### config.mk
export PLATFORM = sky130hd
export DESIGN_NAME = pio_strobe_hs
export DESIGN_NICKNAME = d
export VERILOG_FILES = /design/src/rtl/pio_hs_pkg.sv /design/src/rtl/pio_hs_sync_edge.sv /design/src/rtl/pio_hs_flag.sv /design/src/rtl/pio_hs_strobe_out.sv /design/src/rtl/pio_strobe_hs.sv
export SDC_FILE = /design/constraint.sdc
export NUM_CORES = 1
export LEC_CHECK = 0
export BUFFER_PORTS_ARGS = -buffer_cell sky130_fd_sc_hd__buf_4
export CAP_MARGIN = 30
export CORE_MARGIN = 2
export CORE_UTILIZATION = 35
export CTS_BUF_LIST = sky130_fd_sc_hd__clkbuf_4 sky130_fd_sc_hd__clkbuf_8 sky130_fd_sc_hd__clkbuf_16
export DETAILED_ROUTE_END_ITERATION = 6
export RECOVER_POWER = 50
export SETUP_SLACK_MARGIN = 0.5
export SYNTH_ARGS = -nofsm -noshare
export SYNTH_HDL_FRONTEND = slang
export SYNTH_SLANG_ARGS = --single-unit
### constraint.sdc
create_clock -name clk -period 1.88 [get_ports clk]
set_input_delay 0.376 -clock clk [delete_from_list [all_inputs] [get_ports clk]]
set_output_delay 0.376 -clock clk [all_outputs]
set_load 0.01 [all_outputs]
### src/rtl/pio_hs_pkg.sv
package pio_hs_pkg;

   typedef enum logic [1:0] {
      REG_CTRL = 2'd0,
      REG_OUTB = 2'd1,
      REG_PCL  = 2'd2,
      REG_DIRC = 2'd3
   } pio_reg_e;

   typedef struct packed {
      logic edge_rise;
      logic pulse_mode;
      logic out_sel;
      logic hs_en;
   } pio_ctrl_t;

   localparam int CTRL_BITS = 4;

endpackage

### src/rtl/pio_hs_sync_edge.sv
module pio_hs_sync_edge #(
   parameter int STAGES = 2
) (
   input  logic clk,
   input  logic rst_n,
   input  logic pin_i,
   input  logic rise_sel_i,
   output logic level_o,
   output logic edge_o,
   output logic active_o
);

   generate
      if (STAGES < 2) begin : g_bad_depth
         $error("pio_hs_sync_edge: STAGES must be at least 2");
      end
   endgenerate

   logic [STAGES-1:0] chain_q;
   logic              prev_q;

   always_ff @(posedge clk or negedge rst_n) begin
      if (!rst_n) begin
         chain_q <= '0;
         prev_q  <= 1'b0;
      end else begin
         chain_q <= {chain_q[STAGES-2:0], pin_i};
         prev_q  <= chain_q[STAGES-1];
      end
   end

   assign level_o  = chain_q[STAGES-1];
   assign edge_o   = rise_sel_i ? (level_o & ~prev_q) : (~level_o & prev_q);
   assign active_o = (level_o == rise_sel_i);

endmodule

### src/rtl/pio_hs_flag.sv
module pio_hs_flag (
   input  logic clk,
   input  logic rst_n,
   input  logic set_i,
   input  logic ctrl_rd_i,
   input  logic other_acc_i,
   input  logic clr_acc_i,
   output logic flag_o,
   output logic clr_done_o
);

   logic armed_q;

   assign clr_done_o = armed_q & clr_acc_i;

   always_ff @(posedge clk or negedge rst_n) begin
      if (!rst_n) begin
         flag_o  <= 1'b0;
         armed_q <= 1'b0;
      end else begin
         if (set_i)           flag_o <= 1'b1;
         else if (clr_done_o) flag_o <= 1'b0;

         if (ctrl_rd_i && flag_o) armed_q <= 1'b1;
         else if (other_acc_i)    armed_q <= 1'b0;
      end
   end

   assert_flag_set_R3: assert property (@(posedge clk) disable iff (!rst_n)
      set_i |=> flag_o);

   assert_hold_unarmed_R5: assert property (@(posedge clk) disable iff (!rst_n)
      (flag_o && !armed_q && !set_i) |=> flag_o);

   assert_clear_armed_R5: assert property (@(posedge clk) disable iff (!rst_n)
      (armed_q && clr_acc_i && !set_i) |=> !flag_o);

   assert_disarm_R6: assert property (@(posedge clk) disable iff (!rst_n)
      (other_acc_i && !ctrl_rd_i) |=> !armed_q);

endmodule

### src/rtl/pio_hs_strobe_out.sv
module pio_hs_strobe_out #(
   parameter int PULSE_CYCLES = 2
) (
   input  logic clk,
   input  logic rst_n,
   input  logic trig_i,
   input  logic use_level_i,
   input  logic level_i,
   output logic strb_o
);

   localparam int CW = $clog2(PULSE_CYCLES + 1);

   logic pulse;

   generate
      if (PULSE_CYCLES < 1) begin : g_bad_len
         $error("pio_hs_strobe_out: PULSE_CYCLES must be at least 1");
      end
      if (PULSE_CYCLES == 1) begin : g_single
         always_ff @(posedge clk or negedge rst_n) begin
            if (!rst_n) pulse <= 1'b0;
            else        pulse <= trig_i;
         end
      end else begin : g_count
         logic [CW-1:0] cnt_q;
         always_ff @(posedge clk or negedge rst_n) begin
            if (!rst_n)              cnt_q <= '0;
            else if (trig_i)         cnt_q <= CW'(PULSE_CYCLES);
            else if (cnt_q != '0)    cnt_q <= cnt_q - 1'b1;
         end
         assign pulse = (cnt_q != '0);
      end
   endgenerate

   assign strb_o = use_level_i ? level_i : pulse;

   assert_pulse_start_R4: assert property (@(posedge clk) disable iff (!rst_n)
      trig_i |=> pulse);

endmodule

### src/rtl/pio_strobe_hs.sv
module pio_strobe_hs
   import pio_hs_pkg::*;
#(
   parameter int DATA_W       = 8,
   parameter int SYNC_STAGES  = 2,
   parameter int PULSE_CYCLES = 2
) (
   input  logic              clk,
   input  logic              rst_n,
   input  logic [1:0]        addr,
   input  logic              wr_en,
   input  logic              rd_en,
   input  logic [DATA_W-1:0] wdata,
   output logic [DATA_W-1:0] rdata,
   input  logic [DATA_W-1:0] pc_i,
   output logic [DATA_W-1:0] pc_o,
   output logic [DATA_W-1:0] pc_oe,
   output logic [DATA_W-1:0] pb_o,
   input  logic              stra_i,
   output logic              strb_o
);

   generate
      if (DATA_W < CTRL_BITS + 1) begin : g_bad_width
         $error("pio_strobe_hs: DATA_W too narrow for the control register");
      end
   endgenerate

   pio_ctrl_t         ctrl_q;
   logic [DATA_W-1:0] ddr_q;
   logic [DATA_W-1:0] lat_q;
   logic              olvl_q;

   logic stra_lvl, stra_edge, stra_act;
   logic flag, clr_done;

   wire sel_ctrl = (addr == REG_CTRL);
   wire sel_outb = (addr == REG_OUTB);
   wire sel_pcl  = (addr == REG_PCL);
   wire sel_dirc = (addr == REG_DIRC);

   wire out_hs  = ctrl_q.hs_en & ctrl_q.out_sel;
   wire pb_wr   = wr_en & sel_outb;
   wire pcl_wr  = wr_en & sel_pcl;
   wire pcl_rd  = rd_en & sel_pcl;

   pio_hs_sync_edge #(.STAGES(SYNC_STAGES)) u_sync (
      .clk        (clk),
      .rst_n      (rst_n),
      .pin_i      (stra_i),
      .rise_sel_i (ctrl_q.edge_rise),
      .level_o    (stra_lvl),
      .edge_o     (stra_edge),
      .active_o   (stra_act)
   );

   pio_hs_flag u_flag (
      .clk         (clk),
      .rst_n       (rst_n),
      .set_i       (stra_edge),
      .ctrl_rd_i   (rd_en & sel_ctrl),
      .other_acc_i ((rd_en | wr_en) & ~sel_ctrl),
      .clr_acc_i   (out_hs ? pcl_wr : pcl_rd),
      .flag_o      (flag),
      .clr_done_o  (clr_done)
   );

   wire strb_trig = (~ctrl_q.hs_en & pb_wr)
                  | (ctrl_q.hs_en & ctrl_q.pulse_mode & (ctrl_q.out_sel ? pcl_wr : clr_done));

   pio_hs_strobe_out #(.PULSE_CYCLES(PULSE_CYCLES)) u_strb (
      .clk         (clk),
      .rst_n       (rst_n),
      .trig_i      (strb_trig),
      .use_level_i (ctrl_q.hs_en & ~ctrl_q.pulse_mode),
      .level_i     (ctrl_q.out_sel ? olvl_q : ~flag),
      .strb_o      (strb_o)
   );

   always_ff @(posedge clk or negedge rst_n) begin
      if (!rst_n) begin
         ctrl_q <= '0;
         ddr_q  <= '0;
         pb_o   <= '0;
         pc_o   <= '0;
         lat_q  <= '0;
         olvl_q <= 1'b0;
      end else begin
         if (wr_en && sel_ctrl) ctrl_q <= pio_ctrl_t'(wdata[CTRL_BITS-1:0]);
         if (wr_en && sel_dirc) ddr_q  <= wdata;
         if (pb_wr)             pb_o   <= wdata;
         if (pcl_wr)            pc_o   <= wdata;
         if (stra_edge)         lat_q  <= pc_i;

         if (!out_hs)           olvl_q <= 1'b0;
         else if (pcl_wr)       olvl_q <= 1'b1;
         else if (stra_edge)    olvl_q <= 1'b0;
      end
   end

   genvar gi;
   generate
      for (gi = 0; gi < DATA_W; gi++) begin : g_oe
         assign pc_oe[gi] = (out_hs & stra_act) | ddr_q[gi];
      end
   endgenerate

   always_comb begin
      rdata = '0;
      unique case (addr)
         REG_CTRL: begin
            rdata[CTRL_BITS-1:0] = ctrl_q;
            rdata[DATA_W-1]      = flag;
         end
         REG_OUTB: rdata = pb_o;
         REG_PCL:  rdata = lat_q;
         REG_DIRC: rdata = ddr_q;
         default:  rdata = '0;
      endcase
   end

   assert_capture_R3: assert property (@(posedge clk) disable iff (!rst_n)
      stra_edge |=> (lat_q == $past(pc_i)));

   assert_outb_write_R10: assert property (@(posedge clk) disable iff (!rst_n)
      pb_wr |=> (pb_o == $past(wdata)));

   assert_olvl_drop_R9: assert property (@(posedge clk) disable iff (!rst_n)
      (out_hs && stra_edge && !pcl_wr) |=> !olvl_q);

endmodule

; ---- Word-level counts from Yosys, hierarchy flattened
; Index checks and enable logic that the tools add are counted.
[op_classes]
addsub = 1
n_eq_ne = 5
n_mux = 17
n_bitwise = 30
reduce_logical = 8
[ops]
columns = op, count
row1 = $pmux 4 s4, 1
row2 = $and 1x1->1, 14
row3 = $mux 1, 12
row4 = $or 1x1->1, 10
row5 = $pmux 3 s3, 1
row6 = $reduce_bool 2->1, 4
row7 = $not 1->1, 6
row8 = $eq 2x2->1 const B, 2
row9 = $mux 2, 2
row10 = $pmux 1 s4, 1
row11 = $logic_and 1x1->1, 3
row12 = $ne 3x2->1 const B, 1
row13 = $eq 2x1->1 const B, 1
row14 = $logic_not 2->1, 1
row15 = $sub 2x1->2 const B, 1
row16 = $eq 1x1->1, 1
[totals]
reg_bits = 44
inputBits = 23

; ---- Logic depth before layout (Yosys ltp)
[logic_depth]
word_depth = 8
depth_mapped = 4

; ---- Hierarchy
; A second synthesis with hierarchy kept.
[hier_totals]
cells_unflattened = 145
area_unflattened_um2 = 2039.5
[modules_own_cells]
columns = module, n_inst, cells_per_inst, area_per_inst_um2
row1 = pio_strobe_hs, 1, 118, 1737.9
row2 = pio_hs_strobe_out, 1, 12, 117.6
row3 = pio_hs_sync_edge, 1, 7, 106.4
row4 = pio_hs_flag, 1, 8, 77.6

; ---- Least setup slack after synthesis
; Ideal clock, no wire load.
[synth_path]
path_type = input to output
from = input port addr[0]
to = output port rdata[4]
arrival_ns = 1.080
setup_slack_ns = 0.424
path_stages = 3
n_path_buf = 1
cell_sequence = buf_4 -> mux2_2 -> a22o_1
[synth_between]
elab_chain_cells = 2
elab_cells_between_ends = 4
[synth_rtl]
columns = element, line
row1 = start: declaration, pio_strobe_hs.sv:10  ; input logic [1:0] addr,
row2 = $eq 2x2->1 or $eq 2x1->1 (tied branches), pio_strobe_hs.sv:110  ; unique case (addr)
row3 = $pmux 3 s3 *, pio_strobe_hs.sv:110
row4 = end: declaration, pio_strobe_hs.sv:14  ; output logic [DATA_W-1:0] rdata,
; Every way passes the cells marked *; elsewhere a longest branch is shown, timed or not.

; ---- Worst setup path after layout
[layout_path]
from = register u_sync.chain_q[1]
to = output port pc_oe[0]
[layout_between]
elab_chain_cells = 3
[layout_rtl]
columns = element, line
row1 = start: declaration, pio_hs_sync_edge.sv:19  ; logic [STAGES-1:0] chain_q;
row2 = start signal: assignment, pio_hs_sync_edge.sv:27  ; chain_q <= {chain_q[STAGES-2:0], pin_i};
row3 = $eq 1x1->1, pio_hs_sync_edge.sv:34  ; assign active_o = (level_o == rise_sel_i);
row4 = $and 1x1->1, pio_strobe_hs.sv:104  ; assign pc_oe[gi] = (out_hs & stra_act) | ddr_q[gi];
row5 = $or 1x1->1, pio_strobe_hs.sv:104
row6 = end: declaration, pio_strobe_hs.sv:17  ; output logic [DATA_W-1:0] pc_oe,
; Every way passes these cells.

==> impl_results.html <==
<table>
<tr><th>Metric</th><th>Value</th></tr>
<tr><th colspan="2">Final layout</th></tr>
<tr><td># diodes</td><td>0</td></tr>
<tr><td>Final core utilization</td><td>0.536</td></tr>
<tr><td>Signed area change from the synthesized netlist to the final layout</td><td>45.9%</td></tr>
<tr><td>Combined area of the multi-input logic cells</td><td>about 980 sq um</td></tr>
<tr><td>Most common library cell in the layout ignoring fill and taps</td><td>sky130_fd_sc_hd__buf_4</td></tr>
<tr><td>Fraction of layout cells with a size suffix above 1</td><td>0.646</td></tr>
<tr><td>Area of all placed cells without fillers</td><td>around 3000 sq um</td></tr>
<tr><td>Fillers</td><td>484</td></tr>
<tr><td>Net count of the finished layout</td><td>between 200 and 250</td></tr>
<tr><td>Commonest cells after routing, fill and taps aside</td><td>sky130_fd_sc_hd__buf_4 (56), sky130_fd_sc_hd__dfrtp_1 (44), sky130_fd_sc_hd__buf_6 (22), sky130_fd_sc_hd__mux2_2 (18), sky130_fd_sc_hd__mux2_4 (14)</td></tr>
<tr><td>Storage cell area</td><td>~1100 sq um</td></tr>
<tr><th colspan="2">Drt</th></tr>
<tr><td>Final routed DRC violation total</td><td>0</td></tr>
<tr><td>Via density per instance</td><td>5.10</td></tr>
<tr><td>Number of nets still failing antenna checks after routing</td><td>0</td></tr>
<tr><td>Average wire per standard cell</td><td>~18 um</td></tr>
<tr><td>Overall routed net length</td><td>5.21 mm</td></tr>
<tr><td>DRC violation total after the first TritonRoute iteration</td><td>38</td></tr>
<tr><td>First-pass iteration count of the detailed router</td><td>4</td></tr>
<tr><td>Total via count after detailed routing</td><td>1504</td></tr>
<tr><th colspan="2">Setup path</th></tr>
<tr><td>Arrival time of data at the critical path endpoint</td><td>1.45 ns</td></tr>
<tr><td>Critical Path Fanout Max</td><td>8</td></tr>
<tr><td>Data required time of the critical path</td><td>1.50 ns</td></tr>
<tr><td>Element type at the critical path end</td><td>primary output</td></tr>
<tr><td>Kind of start point of the critical path</td><td>register</td></tr>
<tr><td>Worst Path Class, Setup</td><td>register to primary output</td></tr>
<tr><th colspan="2">Synthesis</th></tr>
<tr><td>Share of synthesized registers carrying an async set or reset</td><td>1.00</td></tr>
<tr><td>Number of enable flip-flop cells after synthesis</td><td>0</td></tr>
<tr><td>Total nets after synthesis</td><td>approximately 160</td></tr>
<tr><td>Area of the mapped netlist</td><td>2060 sq um</td></tr>
<tr><td>Library cells used by synthesis</td><td>35</td></tr>
<tr><td>Most used flip-flop cell after synthesis</td><td>sky130_fd_sc_hd__dfrtp_1</td></tr>
<tr><td>Average size of a mapped cell</td><td>14.7 sq um</td></tr>
<tr><td>Number of synthesized register bits</td><td>44</td></tr>
<tr><td>Synth Instances</td><td>140</td></tr>
<tr><td>Post-synthesis sequential area ratio</td><td>0.534</td></tr>
<tr><td>Number of synthesis warnings</td><td>0</td></tr>
<tr><th colspan="2">STA</th></tr>
<tr><td>Total count of hold-check failures in the final report</td><td>0</td></tr>
<tr><td>Clock Skew</td><td>0.00725 ns</td></tr>
<tr><td>Minimum clock period after layout</td><td>1.83 ns</td></tr>
<tr><td>Final number of max-transition violations</td><td>0</td></tr>
<tr><td>Final period utilization</td><td>0.973</td></tr>
<tr><td>Top achievable clock speed</td><td>about 0.55 GHz</td></tr>
<tr><td>Total setup violations reported at the end of the flow</td><td>0</td></tr>
<tr><td>Total Negative Setup Slacks</td><td>0 ns</td></tr>
<tr><td>Least-Margin Pin Slew</td><td>1.10 ns</td></tr>
<tr><td>Unrepaired setup endpoints after global routing</td><td>yes</td></tr>
<tr><td>Max_slew headroom</td><td>0.268</td></tr>
<tr><th colspan="2">Clocking</th></tr>
<tr><td>Max clock buf depth</td><td>2</td></tr>
<tr><td>Sink Count</td><td>44</td></tr>
<tr><td>Buffer cell driving the clock tree root</td><td>sky130_fd_sc_hd__clkbuf_8</td></tr>
<tr><td>CTS tree</td><td>built</td></tr>
<tr><td>Number of clock buffers inserted by TritonCTS</td><td>5</td></tr>
<tr><td>Hold-fix buffers at CTS</td><td>0</td></tr>
<tr><td>Number of H-tree levels</td><td>2</td></tr>
<tr><td>Clock insertion delay at the later pin of the skew report</td><td>0.30 ns</td></tr>
<tr><td>Clock-pin slew on the worst setup and hold paths</td><td>0.08 ns</td></tr>
<tr><th colspan="2">Global route</th></tr>
<tr><td>Vias in the first global route</td><td>1660</td></tr>
<tr><td>Tot GR Track Use</td><td>0.179</td></tr>
<tr><td>Gr ovfl total</td><td>0</td></tr>
<tr><td>Wire length of the first global-routing pass</td><td>8.56 mm</td></tr>
<tr><td>Maximum number of pins on one net before global-route repair</td><td>between 40 and 50</td></tr>
<tr><td>Antenna violations before repair</td><td>0</td></tr>
<tr><th colspan="2">Power</th></tr>
<tr><td>Power Total</td><td>3.26 mW</td></tr>
<tr><td>Pwr/cell area</td><td>about 1100 nW/um^2</td></tr>
<tr><td>Worst IR drop on VDD</td><td>0.511 mV</td></tr>
<tr><td>Leakage power summed over all cells</td><td>between 1 and 1.5 nW</td></tr>
<tr><th colspan="2">Flow run</th></tr>
<tr><td>MaxCap Viol Count</td><td>0</td></tr>
<tr><th colspan="2">Floorplanning</th></tr>
<tr><td>Std-Cell Core Area</td><td>5610 sq um</td></tr>
<tr><td>Initial core utilization</td><td>0.368</td></tr>
<tr><td>Die Footprint</td><td>6520 sq um</td></tr>
<tr><td>Count of standard-cell rows</td><td>27</td></tr>
<tr><td>Die span in x</td><td>80.8 um</td></tr>
<tr><td>Total I/O pin count</td><td>56</td></tr>
<tr><td>Die Y</td><td>80.8 um</td></tr>
<tr><th colspan="2">Min path</th></tr>
<tr><td>Hold WC Path Type</td><td>primary input to register</td></tr>
<tr><th colspan="2">Outcome</th></tr>
<tr><td>Status</td><td>finished clean</td></tr>
<tr><th colspan="2">Placement</th></tr>
<tr><td>Placed cell areas</td><td>2570 sq um</td></tr>
<tr><td>HPWL after detailed placement</td><td>3.39 mm</td></tr>
<tr><td>Number of port buffers</td><td>55</td></tr>
<tr><td>Gpl congestion</td><td>0.745</td></tr>
</table>
## state kept, by name, summed over array words and instances, names as in the netlist
signal / count
pb_o: 8
olvl_q: 1
u_sync.prev_q: 1
ddr_q: 8
lat_q: 8
u_flag.flag_o: 1
pc_o: 8
u_sync.chain_q: 2
u_flag.armed_q: 1
ctrl_q: 4
u_strb.g_count.cnt_q: 2
## Yosys cell counts, types with 2 or more instances
cell | n | share of area
sky130_fd_sc_hd__nand3_1 | 2 | 0.0049
sky130_fd_sc_hd__nand2b_1 | 2 | 0.0061
sky130_fd_sc_hd__mux4_2 | 5 | 0.055
sky130_fd_sc_hd__or2_2 | 8 | 0.024
sky130_fd_sc_hd__nor2b_1 | 2 | 0.0061
sky130_fd_sc_hd__mux2_4 | 8 | 0.058
sky130_fd_sc_hd__nand2_1 | 2 | 0.0036
sky130_fd_sc_hd__nor2_1 | 2 | 0.0036
sky130_fd_sc_hd__nand3b_1 | 2 | 0.0073
sky130_fd_sc_hd__mux2_2 | 24 | 0.13
sky130_fd_sc_hd__dfrtp_1 | 44 | 0.53
sky130_fd_sc_hd__buf_2 | 4 | 0.0097
sky130_fd_sc_hd__a22o_1 | 3 | 0.013
sky130_fd_sc_hd__buf_4 | 2 | 0.0073
sky130_fd_sc_hd__a21oi_1 | 2 | 0.0049
sky130_fd_sc_hd__mux2_1 | 8 | 0.044
sky130_fd_sc_hd__inv_1 | 2 | 0.0036
## power by group
group          internal [mW]  total [mW]  switching (mW)  leakage [nW]
Clock                  0.469       0.789           0.320        0.0645
Combinational          0.755        1.21           0.454         0.825
Sequential              1.14        1.26           0.115         0.519
## metrics by stage
stage | setup WS, ns | hold WS, ns | std cells
after detailed placement | 0.0383 | 0.348 | 266
final | 0.0514 | 0.204 | 295
after global placement | 0.0947 | 0.344 | 266
after floorplan | 0.495 | 0.0804 | 140
after global routing | 0.00542 | 0.193 | 295
after CTS | 0.0607 | 0.0832 | 293
## cells by family (layout without fill, tap and decap cells)
logic type | after synthesis | count (layout) | synth area share
simple gates | 26 | 26 | 0.0844
buf+inv | 8 | 91 | 0.0206
fa+ha+maj | 1 | 1 | 0.00607
compound gates | 13 | 13 | 0.0540
xor+xnor | 2 | 2 | 0.00850
flops | 44 | 44 | 0.534
mux | 46 | 46 | 0.292
## metal layers
layer / share of wire / wire length, um / GRT usage / up-vias
li1: - / - / - / 673
met5: 0 / 0 / 0 / -
met2: 0.49 / 2540 / 0.305 / 61
met3: 0.064 / 331 / 0.0433 / 5
met4: 0.0084 / 44 / 0.0458 / 0
met1: 0.44 / 2290 / 0.229 / 765
## final cells by class
type	instances	share of cell area
timing repair buffer	81	0.233
clock inverter	1	0.00998
multi-input combinational	88	0.327
tap	72	0.0300
sequential	44	0.366
inverter	2	0.00250
clock buffer	7	0.0320
## what timing repair did
| item | CTS | global route |
|---|---|---|
| resized for setup | 30 | 5 |
| pin swaps | 6 | 2 |
| endpoints found under the setup margin | 25 | 27 |
| setup buffers | 19 | 2 |
## final timing paths
check | start | end | slack (ns) | depth (start not counted)
setup / recovery | u_sync.chain_q[1] | pc_oe[0] | 0.05 | 4
hold / removal | stra_i | u_sync.chain_q[0] | 0.20 | 1
setup reg to reg | u_sync.chain_q[1] | lat_q[0] | 0.28 | 6
hold reg to reg | u_sync.chain_q[0] | u_sync.chain_q[1] | 0.37 | 0
max in group asynchronous | rst_n | ctrl_q[3] | 0.94 | 1
min in group asynchronous | rst_n | u_strb.g_count.cnt_q[0] | 0.27 | 1
## worst max-delay path, stage by stage, from the launching register on
cell	delay [ns]
sky130_fd_sc_hd__dfrtp_1	0.42
sky130_fd_sc_hd__xor2_2	0.21
sky130_fd_sc_hd__nor2_4	0.10
sky130_fd_sc_hd__or2_2	0.30
sky130_fd_sc_hd__buf_6	0.13
Note: power is estimated with default switching activity, not from simulation.
